===== config.mk =====
export PLATFORM = sky130hd
export DESIGN_NAME = ledmx_scan_ctrl
export DESIGN_NICKNAME = d
export VERILOG_FILES = /design/src/rtl/ledmx_pkg.sv /design/src/rtl/ledmx_timing.sv /design/src/rtl/ledmx_fetch.sv /design/src/rtl/ledmx_serial.sv /design/src/rtl/ledmx_scan_ctrl.sv
export SDC_FILE = /design/constraint.sdc
export NUM_CORES = 1
export LEC_CHECK = 0
export BUFFER_PORTS_ARGS = -buffer_cell sky130_fd_sc_hd__buf_2
export CAP_MARGIN = 20
export CORE_UTILIZATION = 40
export CTS_CLUSTER_DIAMETER = 50
export CTS_CLUSTER_SIZE = 28
export DETAILED_ROUTE_END_ITERATION = 8
export PLACE_DENSITY = 0.65
export SETUP_SLACK_MARGIN = 0.5
export SYNTH_ARGS = -nofsm -noshare
export SYNTH_HDL_FRONTEND = slang
export SYNTH_SLANG_ARGS = --single-unit
export TNS_END_PERCENT = 1

===== constraint.sdc =====
create_clock -name clk -period 8.8 [get_ports clk]
set_input_delay 0.44 -clock clk [delete_from_list [all_inputs] [get_ports clk]]
set_output_delay 0.44 -clock clk [all_outputs]
set_load 0.005 [all_outputs]

===== src/rtl/ledmx_pkg.sv =====
// Package: shared types of the LED matrix scan controller.
// Assumes nothing beyond being compiled before the modules that import it.
package ledmx_pkg;

    // One-cycle strobes produced once per scan line by the timing unit.
    typedef struct packed {
        logic col_latch;
        logic row_data;
        logic row_clk;
        logic row_latch;
        logic frame;
    } ledmx_evt_t;

endpackage


===== src/rtl/ledmx_timing.sv =====
// Module: slot timing unit.
// Counts clocks within a slot, keeps the position (row group, slot) of the
// data now being shifted, derives the position being fetched one slot ahead,
// and decodes the shift clock and the end-of-line strobes.
// Assumes the event cycles below fit inside one slot.
module ledmx_timing
    import ledmx_pkg::*;
#(
    parameter int SLOT_CLKS     = 64,
    parameter int SLOTS_PER_ROW = 12,
    parameter int ROW_GROUPS    = 8,
    parameter int WORD_W        = 16,
    parameter int BIT_CLKS      = 2,
    parameter int CYC_W         = 6,
    parameter int SLOT_W        = 4,
    parameter int ROW_W         = 3,
    parameter int BIT_W         = 4
) (
    input  logic              clk,
    input  logic              rst_n,
    output logic [CYC_W-1:0]  cyc,
    output logic [ROW_W-1:0]  row_f,
    output logic [SLOT_W-1:0] slot_f,
    output logic              slot_end,
    output logic              shift_active,
    output logic              col_clk,
    output logic [BIT_W-1:0]  bit_idx,
    output ledmx_evt_t        evt
);

    localparam int SHIFT_CLKS    = WORD_W * BIT_CLKS;
    localparam int COL_LATCH_CYC = SHIFT_CLKS + 8;
    localparam int ROW_DATA_CYC  = COL_LATCH_CYC + 4;
    localparam int ROW_DATA_LAST = ROW_DATA_CYC + 3;
    localparam int ROW_CLK_CYC   = ROW_DATA_CYC + 2;
    localparam int ROW_LATCH_CYC = ROW_CLK_CYC + 4;
    localparam int FRAME_CYC     = ROW_LATCH_CYC + 1;

    logic              shift_valid;
    logic [ROW_W-1:0]  row_s;
    logic [SLOT_W-1:0] slot_s;
    logic              line_end_slot;
    logic              last_row;

    assign slot_end      = (cyc == CYC_W'(SLOT_CLKS - 1));
    assign line_end_slot = shift_valid && (slot_s == SLOT_W'(SLOTS_PER_ROW - 1));
    assign last_row      = (row_s == ROW_W'(ROW_GROUPS - 1));

    // Slot clock counter plus the position of the data held for shifting.
    always_ff @(posedge clk) begin
        if (!rst_n) begin
            cyc         <= '0;
            shift_valid <= 1'b0;
            row_s       <= '0;
            slot_s      <= '0;
        end else begin
            cyc <= slot_end ? '0 : cyc + 1'b1;
            if (slot_end) begin
                shift_valid <= 1'b1;
                row_s       <= row_f;
                slot_s      <= slot_f;
            end
        end
    end

    // Fetch position: one slot ahead of shifting, (0,0) in the prefetch slot.
    always_comb begin
        row_f  = '0;
        slot_f = '0;
        if (shift_valid) begin
            if (slot_s == SLOT_W'(SLOTS_PER_ROW - 1)) begin
                slot_f = '0;
                row_f  = last_row ? '0 : row_s + 1'b1;
            end else begin
                slot_f = slot_s + 1'b1;
                row_f  = row_s;
            end
        end
    end

    // Shift window, bit index and mid-bit shift clock.
    always_comb begin
        shift_active = shift_valid && (cyc < CYC_W'(SHIFT_CLKS));
        bit_idx      = BIT_W'(cyc / CYC_W'(BIT_CLKS));
        col_clk      = shift_active &&
                       ((cyc % CYC_W'(BIT_CLKS)) >= CYC_W'(BIT_CLKS / 2));
    end

    // End-of-line strobes in the idle part of the last slot of a line.
    always_comb begin
        evt.col_latch = line_end_slot && (cyc == CYC_W'(COL_LATCH_CYC));
        evt.row_data  = line_end_slot && (row_s == '0) &&
                        (cyc >= CYC_W'(ROW_DATA_CYC)) &&
                        (cyc <= CYC_W'(ROW_DATA_LAST));
        evt.row_clk   = line_end_slot && (cyc == CYC_W'(ROW_CLK_CYC));
        evt.row_latch = line_end_slot && (cyc == CYC_W'(ROW_LATCH_CYC));
        evt.frame     = line_end_slot && last_row && (cyc == CYC_W'(FRAME_CYC));
    end

endmodule


===== src/rtl/ledmx_fetch.sv =====
// Module: frame buffer fetch unit.
// Drives the read address for the fetch position and captures one word every
// FETCH_CLKS clocks into a per-line holding register.
// Assumes a synchronous-read buffer with one clock of latency and
// LINES * FETCH_CLKS <= slot length.
module ledmx_fetch #(
    parameter int LINES         = 16,
    parameter int WORD_W        = 16,
    parameter int SLOTS_PER_ROW = 12,
    parameter int FETCH_CLKS    = 4,
    parameter int CYC_W         = 6,
    parameter int ROW_W         = 3,
    parameter int SLOT_W        = 4,
    parameter int ADDR_W        = 11,
    parameter int LINE_W        = 4
) (
    input  logic                          clk,
    input  logic [CYC_W-1:0]              cyc,
    input  logic [ROW_W-1:0]              row_f,
    input  logic [SLOT_W-1:0]             slot_f,
    output logic [ADDR_W-1:0]             rd_addr,
    input  logic [WORD_W-1:0]             rd_data,
    output logic [LINES-1:0][WORD_W-1:0]  fetch_buf
);

    localparam int ROW_WORDS = SLOTS_PER_ROW * LINES;
    localparam int CAP_PH    = FETCH_CLKS / 2;

    logic [CYC_W-1:0]  word_full;
    logic [LINE_W-1:0] word_idx;
    logic              fetch_en;
    logic              capture;

    // Word index within the slot and capture timing.
    always_comb begin
        word_full = cyc / CYC_W'(FETCH_CLKS);
        word_idx  = LINE_W'(word_full);
        fetch_en  = (word_full < CYC_W'(LINES));
        capture   = fetch_en && ((cyc % CYC_W'(FETCH_CLKS)) == CYC_W'(CAP_PH));
    end

    // Linear screen address of the word being fetched.
    always_comb begin
        rd_addr = ADDR_W'(row_f) * ADDR_W'(ROW_WORDS)
                + ADDR_W'(slot_f) * ADDR_W'(LINES)
                + (fetch_en ? ADDR_W'(word_idx) : '0);
    end

    for (genvar j = 0; j < LINES; j++) begin : g_cap
        // Capture the returned word for line j.
        always_ff @(posedge clk) begin
            if (capture && (word_idx == LINE_W'(j)))
                fetch_buf[j] <= rd_data;
        end
    end

endmodule


===== src/rtl/ledmx_serial.sv =====
// Module: column serializer.
// Copies the fetched words into a shift-side holding register at each slot
// boundary and presents bit (WORD_W-1-bit_idx) of word j on line j.
// Assumes bit_idx stays below WORD_W while shift_active is high.
module ledmx_serial #(
    parameter int LINES  = 16,
    parameter int WORD_W = 16,
    parameter int BIT_W  = 4
) (
    input  logic                          clk,
    input  logic                          load,
    input  logic [LINES-1:0][WORD_W-1:0]  fetch_buf,
    input  logic                          shift_active,
    input  logic [BIT_W-1:0]              bit_idx,
    output logic [LINES-1:0]              col_data
);

    logic [LINES-1:0][WORD_W-1:0] hold;

    // Take over the prefetched slot at the slot boundary.
    always_ff @(posedge clk) begin
        if (load)
            hold <= fetch_buf;
    end

    for (genvar j = 0; j < LINES; j++) begin : g_line
        // Transpose: line j serializes word j, most significant bit first.
        assign col_data[j] = shift_active && hold[j][BIT_W'(WORD_W - 1) - bit_idx];
    end

endmodule


===== src/rtl/ledmx_scan_ctrl.sv =====
// Module: LED matrix scan controller top.
// Joins the slot timing, the fetch unit and the column serializer, and brings
// the end-of-line strobes to the pins.
// Assumes a one-clock-latency frame buffer; bank swapping is done outside on
// frame_pulse.
module ledmx_scan_ctrl
    import ledmx_pkg::*;
#(
    parameter int LINES         = 16,
    parameter int WORD_W        = 16,
    parameter int SLOTS_PER_ROW = 12,
    parameter int ROW_GROUPS    = 8,
    parameter int SLOT_CLKS     = 64,
    parameter int FETCH_CLKS    = 4,
    parameter int BIT_CLKS      = 2,
    parameter int ADDR_W        = $clog2(ROW_GROUPS * SLOTS_PER_ROW * LINES)
) (
    input  logic               clk,
    input  logic               rst_n,
    output logic [ADDR_W-1:0]  rd_addr,
    input  logic [WORD_W-1:0]  rd_data,
    output logic [LINES-1:0]   col_data,
    output logic               col_clk,
    output logic               col_latch,
    output logic               row_data,
    output logic               row_clk,
    output logic               row_latch,
    output logic               frame_pulse
);

    localparam int CYC_W       = $clog2(SLOT_CLKS);
    localparam int SLOT_W      = $clog2(SLOTS_PER_ROW);
    localparam int ROW_W       = $clog2(ROW_GROUPS);
    localparam int BIT_W       = $clog2(WORD_W);
    localparam int LINE_W      = $clog2(LINES);
    localparam int FRAME_WORDS = ROW_GROUPS * SLOTS_PER_ROW * LINES;

    logic [CYC_W-1:0]             cyc;
    logic [ROW_W-1:0]             row_f;
    logic [SLOT_W-1:0]            slot_f;
    logic                         slot_end;
    logic                         shift_active;
    logic [BIT_W-1:0]             bit_idx;
    ledmx_evt_t                   evt;
    logic [LINES-1:0][WORD_W-1:0] fetch_buf;

    ledmx_timing #(
        .SLOT_CLKS(SLOT_CLKS), .SLOTS_PER_ROW(SLOTS_PER_ROW),
        .ROW_GROUPS(ROW_GROUPS), .WORD_W(WORD_W), .BIT_CLKS(BIT_CLKS),
        .CYC_W(CYC_W), .SLOT_W(SLOT_W), .ROW_W(ROW_W), .BIT_W(BIT_W)
    ) u_timing (
        .clk(clk), .rst_n(rst_n), .cyc(cyc), .row_f(row_f), .slot_f(slot_f),
        .slot_end(slot_end), .shift_active(shift_active), .col_clk(col_clk),
        .bit_idx(bit_idx), .evt(evt)
    );

    ledmx_fetch #(
        .LINES(LINES), .WORD_W(WORD_W), .SLOTS_PER_ROW(SLOTS_PER_ROW),
        .FETCH_CLKS(FETCH_CLKS), .CYC_W(CYC_W), .ROW_W(ROW_W),
        .SLOT_W(SLOT_W), .ADDR_W(ADDR_W), .LINE_W(LINE_W)
    ) u_fetch (
        .clk(clk), .cyc(cyc), .row_f(row_f), .slot_f(slot_f),
        .rd_addr(rd_addr), .rd_data(rd_data), .fetch_buf(fetch_buf)
    );

    ledmx_serial #(
        .LINES(LINES), .WORD_W(WORD_W), .BIT_W(BIT_W)
    ) u_serial (
        .clk(clk), .load(slot_end), .fetch_buf(fetch_buf),
        .shift_active(shift_active), .bit_idx(bit_idx), .col_data(col_data)
    );

    // Strobes to pins.
    always_comb begin
        col_latch   = evt.col_latch;
        row_data    = evt.row_data;
        row_clk     = evt.row_clk;
        row_latch   = evt.row_latch;
        frame_pulse = evt.frame;
    end

endmodule


**Word level (Yosys, flattened, before mapping)**

Cells that the tools add are included.

- $add $sub $neg: 6
- Multipliers: 1
- Magnitude comparators: 6
- Eq/ne operators: 23
- Mux-type cells: 38
- Bitwise gates (word level): 1
- Reductions and logical operators: 47

Operator list:

| operator | count |
|---|---|
| 1-bit binary-select mux with 4-bit select | 16 |
| 1-bit logical AND | 44 |
| 4-bit == test (second input constant) | 9 |
| 6-bit == test (second input constant) | 5 |
| 4-bit by 3-bit == test with 1-bit output (second input constant) | 4 |
| 1-bit 2-to-1 mux | 16 |
| 4-bit 2-to-1 mux | 3 |
| 11-bit adder | 1 |
| 11-bit by 8-bit adder with 11-bit output | 1 |
| 4-bit by 5-bit < comparator with 1-bit output (second input constant) | 2 |
| 3-bit 2-to-1 mux | 3 |
| 4-bit by 2-bit == test with 1-bit output (second input constant) | 2 |
| 6-bit by 1-bit adder with 6-bit output (second input constant) | 1 |
| 6-bit greater-or-equal comparator (second input constant) | 1 |
| 6-bit <= comparator (second input constant) | 1 |
| 6-bit < comparator (second input constant) | 1 |
| 3-bit by 2-bit multiplier with 5-bit output (second input constant) | 1 |
| 4-bit by 1-bit adder with 4-bit output (second input constant) | 1 |
| 4-bit by 1-bit == test with 1-bit output (second input constant) | 1 |
| 4-bit logical NOT | 1 |
| 4-bit subtractor (first input constant) | 1 |
| 3-bit by 1-bit adder with 3-bit output (second input constant) | 1 |
| 3-bit == test (second input constant) | 1 |
| 3-bit logical NOT | 1 |
| other kinds (4) | 4 |

- Flip-flop bits (word level): 526
- Output and inout bits: 33
- Word-level logic and storage cells: 158

**Depth between registers and ports, before layout**

- Word-level depth: 7
- Depth in mapped cells: 11
- Mapped depth without buffers: 11

**Cells and area by module**

Synthesis repeated with hierarchy kept, for this count alone.

- Cell total of the unflattened synthesis: 926
- Area total of the unflattened synthesis: 18890.6 sq um

By module, submodules not included:

| module | times used | cells an instance | area each (sq um) | sequential area each (sq um) |
|---|---|---|---|---|
| ledmx_serial | 1 | 510 | 9953.3 | 7687.4 |
| ledmx_fetch | 1 | 307 | 8046.5 | 7687.4 |
| ledmx_timing | 1 | 109 | 890.9 | 280.3 |

**Least setup slack after synthesis**

OpenSTA, ideal clock, no wires.

- Path type: reg-to-reg
- Start: register u_timing.cyc[0]
- End: register u_serial.hold[0] (netlist bit) (enable)
- Setup time: 2.217 ns
- Arrival: 5.656 ns
- Path slack: 0.927 ns
- Cell stages (with the launch flop): 6
- Cell sequence: dfxtp_1 ha_1 nand3_1 or2_1 buf_6 clkinv_1

- Cells in the longest elaborated chain, start to end: 1

Ends and longest elaborated chain:

| item | RTL line | RTL |
|---|---|---|
| start, declared | ledmx_timing.sv:21 | `output logic [CYC_W-1:0] cyc,` |
| start signal, assigned | ledmx_timing.sv:57 | `cyc <= slot_end ? '0 : cyc + 1'b1;` |
| 6-bit == test | ledmx_timing.sv:45 | `assign slot_end = (cyc == CYC_W'(SLOT_CLKS - 1));` |
| end signal, assigned | ledmx_serial.sv:23 | `hold <= fetch_buf;` |
| end, declared | ledmx_serial.sv:18 | `logic [LINES-1:0][WORD_W-1:0] hold;` |

Every way passes these cells.
A chain may end at the register's enable or synchronous reset.

**Final worst setup path**

- Start: register u_timing.cyc[1]
- End: output col_data[10]

- Cells in the longest elaborated chain, start to end: 4

Ends and longest elaborated chain:

| item | RTL line | RTL |
|---|---|---|
| 4-bit subtractor | ledmx_serial.sv:28 | `assign col_data[j] = shift_active && hold[j][BIT_W'(WORD_W - 1) - bit_idx];` |
| 1-bit binary-select mux with 4-bit select | ledmx_serial.sv:28 |  |
| 1-bit 2-to-1 mux (not written as such) | ledmx_serial.sv:28 |  |
| 1-bit logical AND * | ledmx_serial.sv:28 |  |
| end, declared | ledmx_scan_ctrl.sv:22 | `output logic [LINES-1:0] col_data,` |

Mark *: on every way between the ends. The rest lies on a longest branch, timed or not. The select of a mux whose other input is x is not followed.

==> flow_metrics.env <==
export IMPL_status="complete, no violations"
export IMPL_grt_pass1_wl_um=51900
export IMPL_die_x_um=219
export IMPL_synth_top_area_frac=0.818
export IMPL_core_area_um2=46500
export IMPL_ys_flop_type="edfxtp_1"
export IMPL_ir_worst_vdd_v=0.000121
export IMPL_final_cell_mix="512 x edfxtp_1, 50 x buf_2, 41 x clkbuf_16"
export IMPL_first_global_vias=8381
export IMPL_yosys_area_top_type="edfxtp_1"
export IMPL_seq_power_share=0.570
export IMPL_maxSlewHeadroom=0.325
export IMPL_wl_um=34500
export IMPL_ys_types=48
export IMPL_dp_slack_ns=5.10
export IMPL_rsz0062_at_grt="false"
export IMPL_start_kind="flop"
export IMPL_synth_edff_count=512
export IMPL_gp_congestion=0.778
export IMPL_htree_levels=2
export IMPL_yosysSeqAreaShare=0.833
export IMPL_drt_iter0_drc=629
export IMPL_numCtsBuffers=39
export IMPL_crit_required_ns=8.36
export IMPL_ys_ff_latch=526
export IMPL_hpwl_um=19400
export IMPL_cts_tree="done"
export IMPL_finalNonFillerCells=1574
export IMPL_power_total_mw=4.81
export IMPL_hold_path_class="primary input to flop"
export IMPL_cts_root_buffer="clkbuf_16"
export IMPL_syn_inst=865
export IMPL_holdPathStages=3
export IMPL_cp_data_arrival_time_ns=3.56
export IMPL_max_cap_violations=0
export IMPL_power_density_nw_per_um2=227
export IMPL_yosysWarnings=0
export IMPL_grt_usage=0.148
export IMPL_synthMuxAreaShare=0.0568
export IMPL_skew_ns=0.0176
export IMPL_p_clk_frac=0.403
export IMPL_reg2reg_depth=5
export IMPL_worst_pin_slew_ns=1.01
export IMPL_synth_fa_ha_area_frac=0.0101
export IMPL_antenna_cells=0
export IMPL_comb_power_share=0.028
export IMPL_yosys_area_share_simple=0.0327
export IMPL_min_period_over_period=0.455
export IMPL_swShare=0.205
export IMPL_die_h_um=219
export IMPL_p_int_mw=3.82
export IMPL_vias_per_cell=5.17
export IMPL_clockBufferDepth=3
export IMPL_ios=51
export IMPL_end_kind="output port"
export IMPL_min_from="rst_n"
export IMPL_grt_overflow_total=0
export IMPL_worst_path_max_fanout=51
export IMPL_fin_crit_ns=4.00
export IMPL_clkSinkCount=526
export IMPL_synthToLayoutAreaGrowth_pct=12.5
export IMPL_wl_per_cell_um=21.9
export IMPL_hold_buffers=0
export IMPL_setup_ws_ns=4.80
export IMPL_drive_gt1_frac=0.212
export IMPL_hold_viol=0
export IMPL_finalSetupTns_ns=0
export IMPL_reg2reg_to="u_serial.hold[141]$_DFFE_PP_"
export IMPL_port_buffers=50
export IMPL_syn_nets=897
export IMPL_synth_area_per_cell_um2=21.7
export IMPL_hold_path_endpoint="u_timing.row_s[0]$_SDFFE_PN0P_"
export IMPL_final_common_cell="edfxtp_1"
export IMPL_clkLatencyLatePin_ns=0.55
export IMPL_cts_resized=0
export IMPL_drt_pass1_iter_count=4
export IMPL_final_setup_viol_count=0
export IMPL_yosys_top_cells_area="edfxtp_1 82%, mux4_2 3.0%, mux2i_1 1.7%, a221oi_1 1.5%, dfxtp_1 1.5%"
export IMPL_synth_top_family_by_area="multiplexers"
export IMPL_p_sw_mw=0.985
export IMPL_fmax_ghz=0.250
export IMPL_synth_xor_area_share=0.00419
export IMPL_regToRegSetupSlack_ns=5.08
export IMPL_rows=79
export IMPL_synthArstFlopShare=0
export IMPL_dpl_cell_count=1505
export IMPL_crit_type="flop to output port"
export IMPL_antenna_found_initial=1
export IMPL_synth_area_um2=18800
export IMPL_reg2reg_from="u_timing.cyc[1]$_SDFF_PP0_"
export IMPL_grt_max_degree=129
export IMPL_n_fill_cell=3858
export IMPL_finalMaxSlewViolations=0
export IMPL_die_area_um2=47900
export IMPL_cts_setup_buffers=0
export IMPL_num_vias=8143
export IMPL_nets=971
export IMPL_drcViolationCount=0
export IMPL_p_leak_nw=6.65
export IMPL_initial_core_util=0.405
export IMPL_synth_compound_area_frac=0.0460
export IMPL_antenna_left=0
export IMPL_clk_pin_slew_ns=0.07
Yosys cell counts, types with 2 or more instances:
cell and number:
nand2b_1 3, buf_6 6, inv_1 4, edfxtp_1 512, o221a_2 4, nand3b_1 3
xnor2_1 5, nor3_1 8, o221a_1 12, or2_1 3, nor2_1 30, clkinv_1 2
a211oi_2 16, o21a_1 16, mux4_1 7, dfxtp_1 14, a221oi_1 33, xor2_1 4
o21ai_0 2, mux2i_1 32, or3_1 4, nand3_1 5, fa_1 2, mux4_2 25
buf_12 2, and3_1 2, and2_1 2, nor2b_1 18, a21oi_1 7, nand2_1 14
clkbuf_1 10, nor3_2 11, buf_4 9, buf_2 13, ha_1 12
kinds of logic (layout without fill, tap and decap cells):
logic type               after synthesis  after routing
flip-flops                           526            526
AND/OR/NAND/NOR                      109            109
AO/OA/AOI/OAI                         94             94
multiplexers                          64             64
buffers and inverters                 49            151
adder cells (fa/ha/maj)               14             14
XOR/XNOR                               9              9
stage by stage:
stage	hold slack [ns]	instance area [µm²]	utilization
6_report	0.197	21200	0.455
5_1_grt	0.198	21200	0.455
4_1_cts	0.170	21200	0.455
3_5_place_dp	0.405	19700	0.424
3_3_place_gp	0.400	19700	0.424
2_1_floorplan	0.400	18800	-
worst max-delay path by stage:
stage               slack, ns                          end                        from  depth (start not counted)
floorplan                0.93   u_serial.hold[0]$_DFFE_PP_  u_timing.cyc[0]$_SDFF_PP0_                          5
global placement         5.19  u_serial.hold[41]$_DFFE_PP_  u_timing.cyc[1]$_SDFF_PP0_                          5
detailed placement       5.10  u_serial.hold[45]$_DFFE_PP_  u_timing.cyc[3]$_SDFF_PP0_                          5
CTS                      4.69                 col_data[10]  u_timing.cyc[1]$_SDFF_PP0_                          6
global route             4.59                 col_data[10]  u_timing.cyc[1]$_SDFF_PP0_                          6
finish                   4.80                 col_data[10]  u_timing.cyc[1]$_SDFF_PP0_                          6
registers in the layout (all words and copies together) (netlist names):
signal,count
u_fetch.fetch_buf,256
u_serial.hold,256
u_timing.cyc,6
u_timing.row_s,3
u_timing.shift_valid,1
u_timing.slot_s,4
area by class of cell:
| class | instances | area, µm² | area share |
|---|---|---|---|
| flip-flops and latches | 526 | 15700 | 0.741 |
| multi-input cells | 290 | 2820 | 0.134 |
| clock buffers | 44 | 1040 | 0.0490 |
| well taps | 607 | 759 | 0.0359 |
| repair buffers | 75 | 438 | 0.0207 |
| clock inverters | 25 | 393 | 0.0186 |
| inverters | 7 | 36.3 | 0.00172 |
power groups by stage:
| stage | Clock [mW] | Combinational, mW | Sequential, mW |
|---|---|---|---|
| floorplan | 0 | 0.0969 | 2.79 |
| global placement | 0 | 0.134 | 2.80 |
| detailed placement | 0 | 0.136 | 2.80 |
| CTS | 1.99 | 0.136 | 2.74 |
| global route | 2.07 | 0.144 | 2.74 |
| finish | 1.94 | 0.132 | 2.74 |
per-layer routing:
metal | global-route usage | share of wire
met1 | 0.203 | 0.44
met2 | 0.244 | 0.49
met3 | 0.0256 | 0.050
met4 | 0.0366 | 0.016
met5 | 0 | 0
worst max-delay path, cell delays in order, from the launching register on:
cell	delay, ns
dfxtp_4	0.78
buf_4	0.81
mux4_1	0.63
nor2b_1	0.15
a211oi_2	0.30
nor3_2	0.13
buf_2	0.20
No activity file was read; power rests on OpenSTA's default activity.
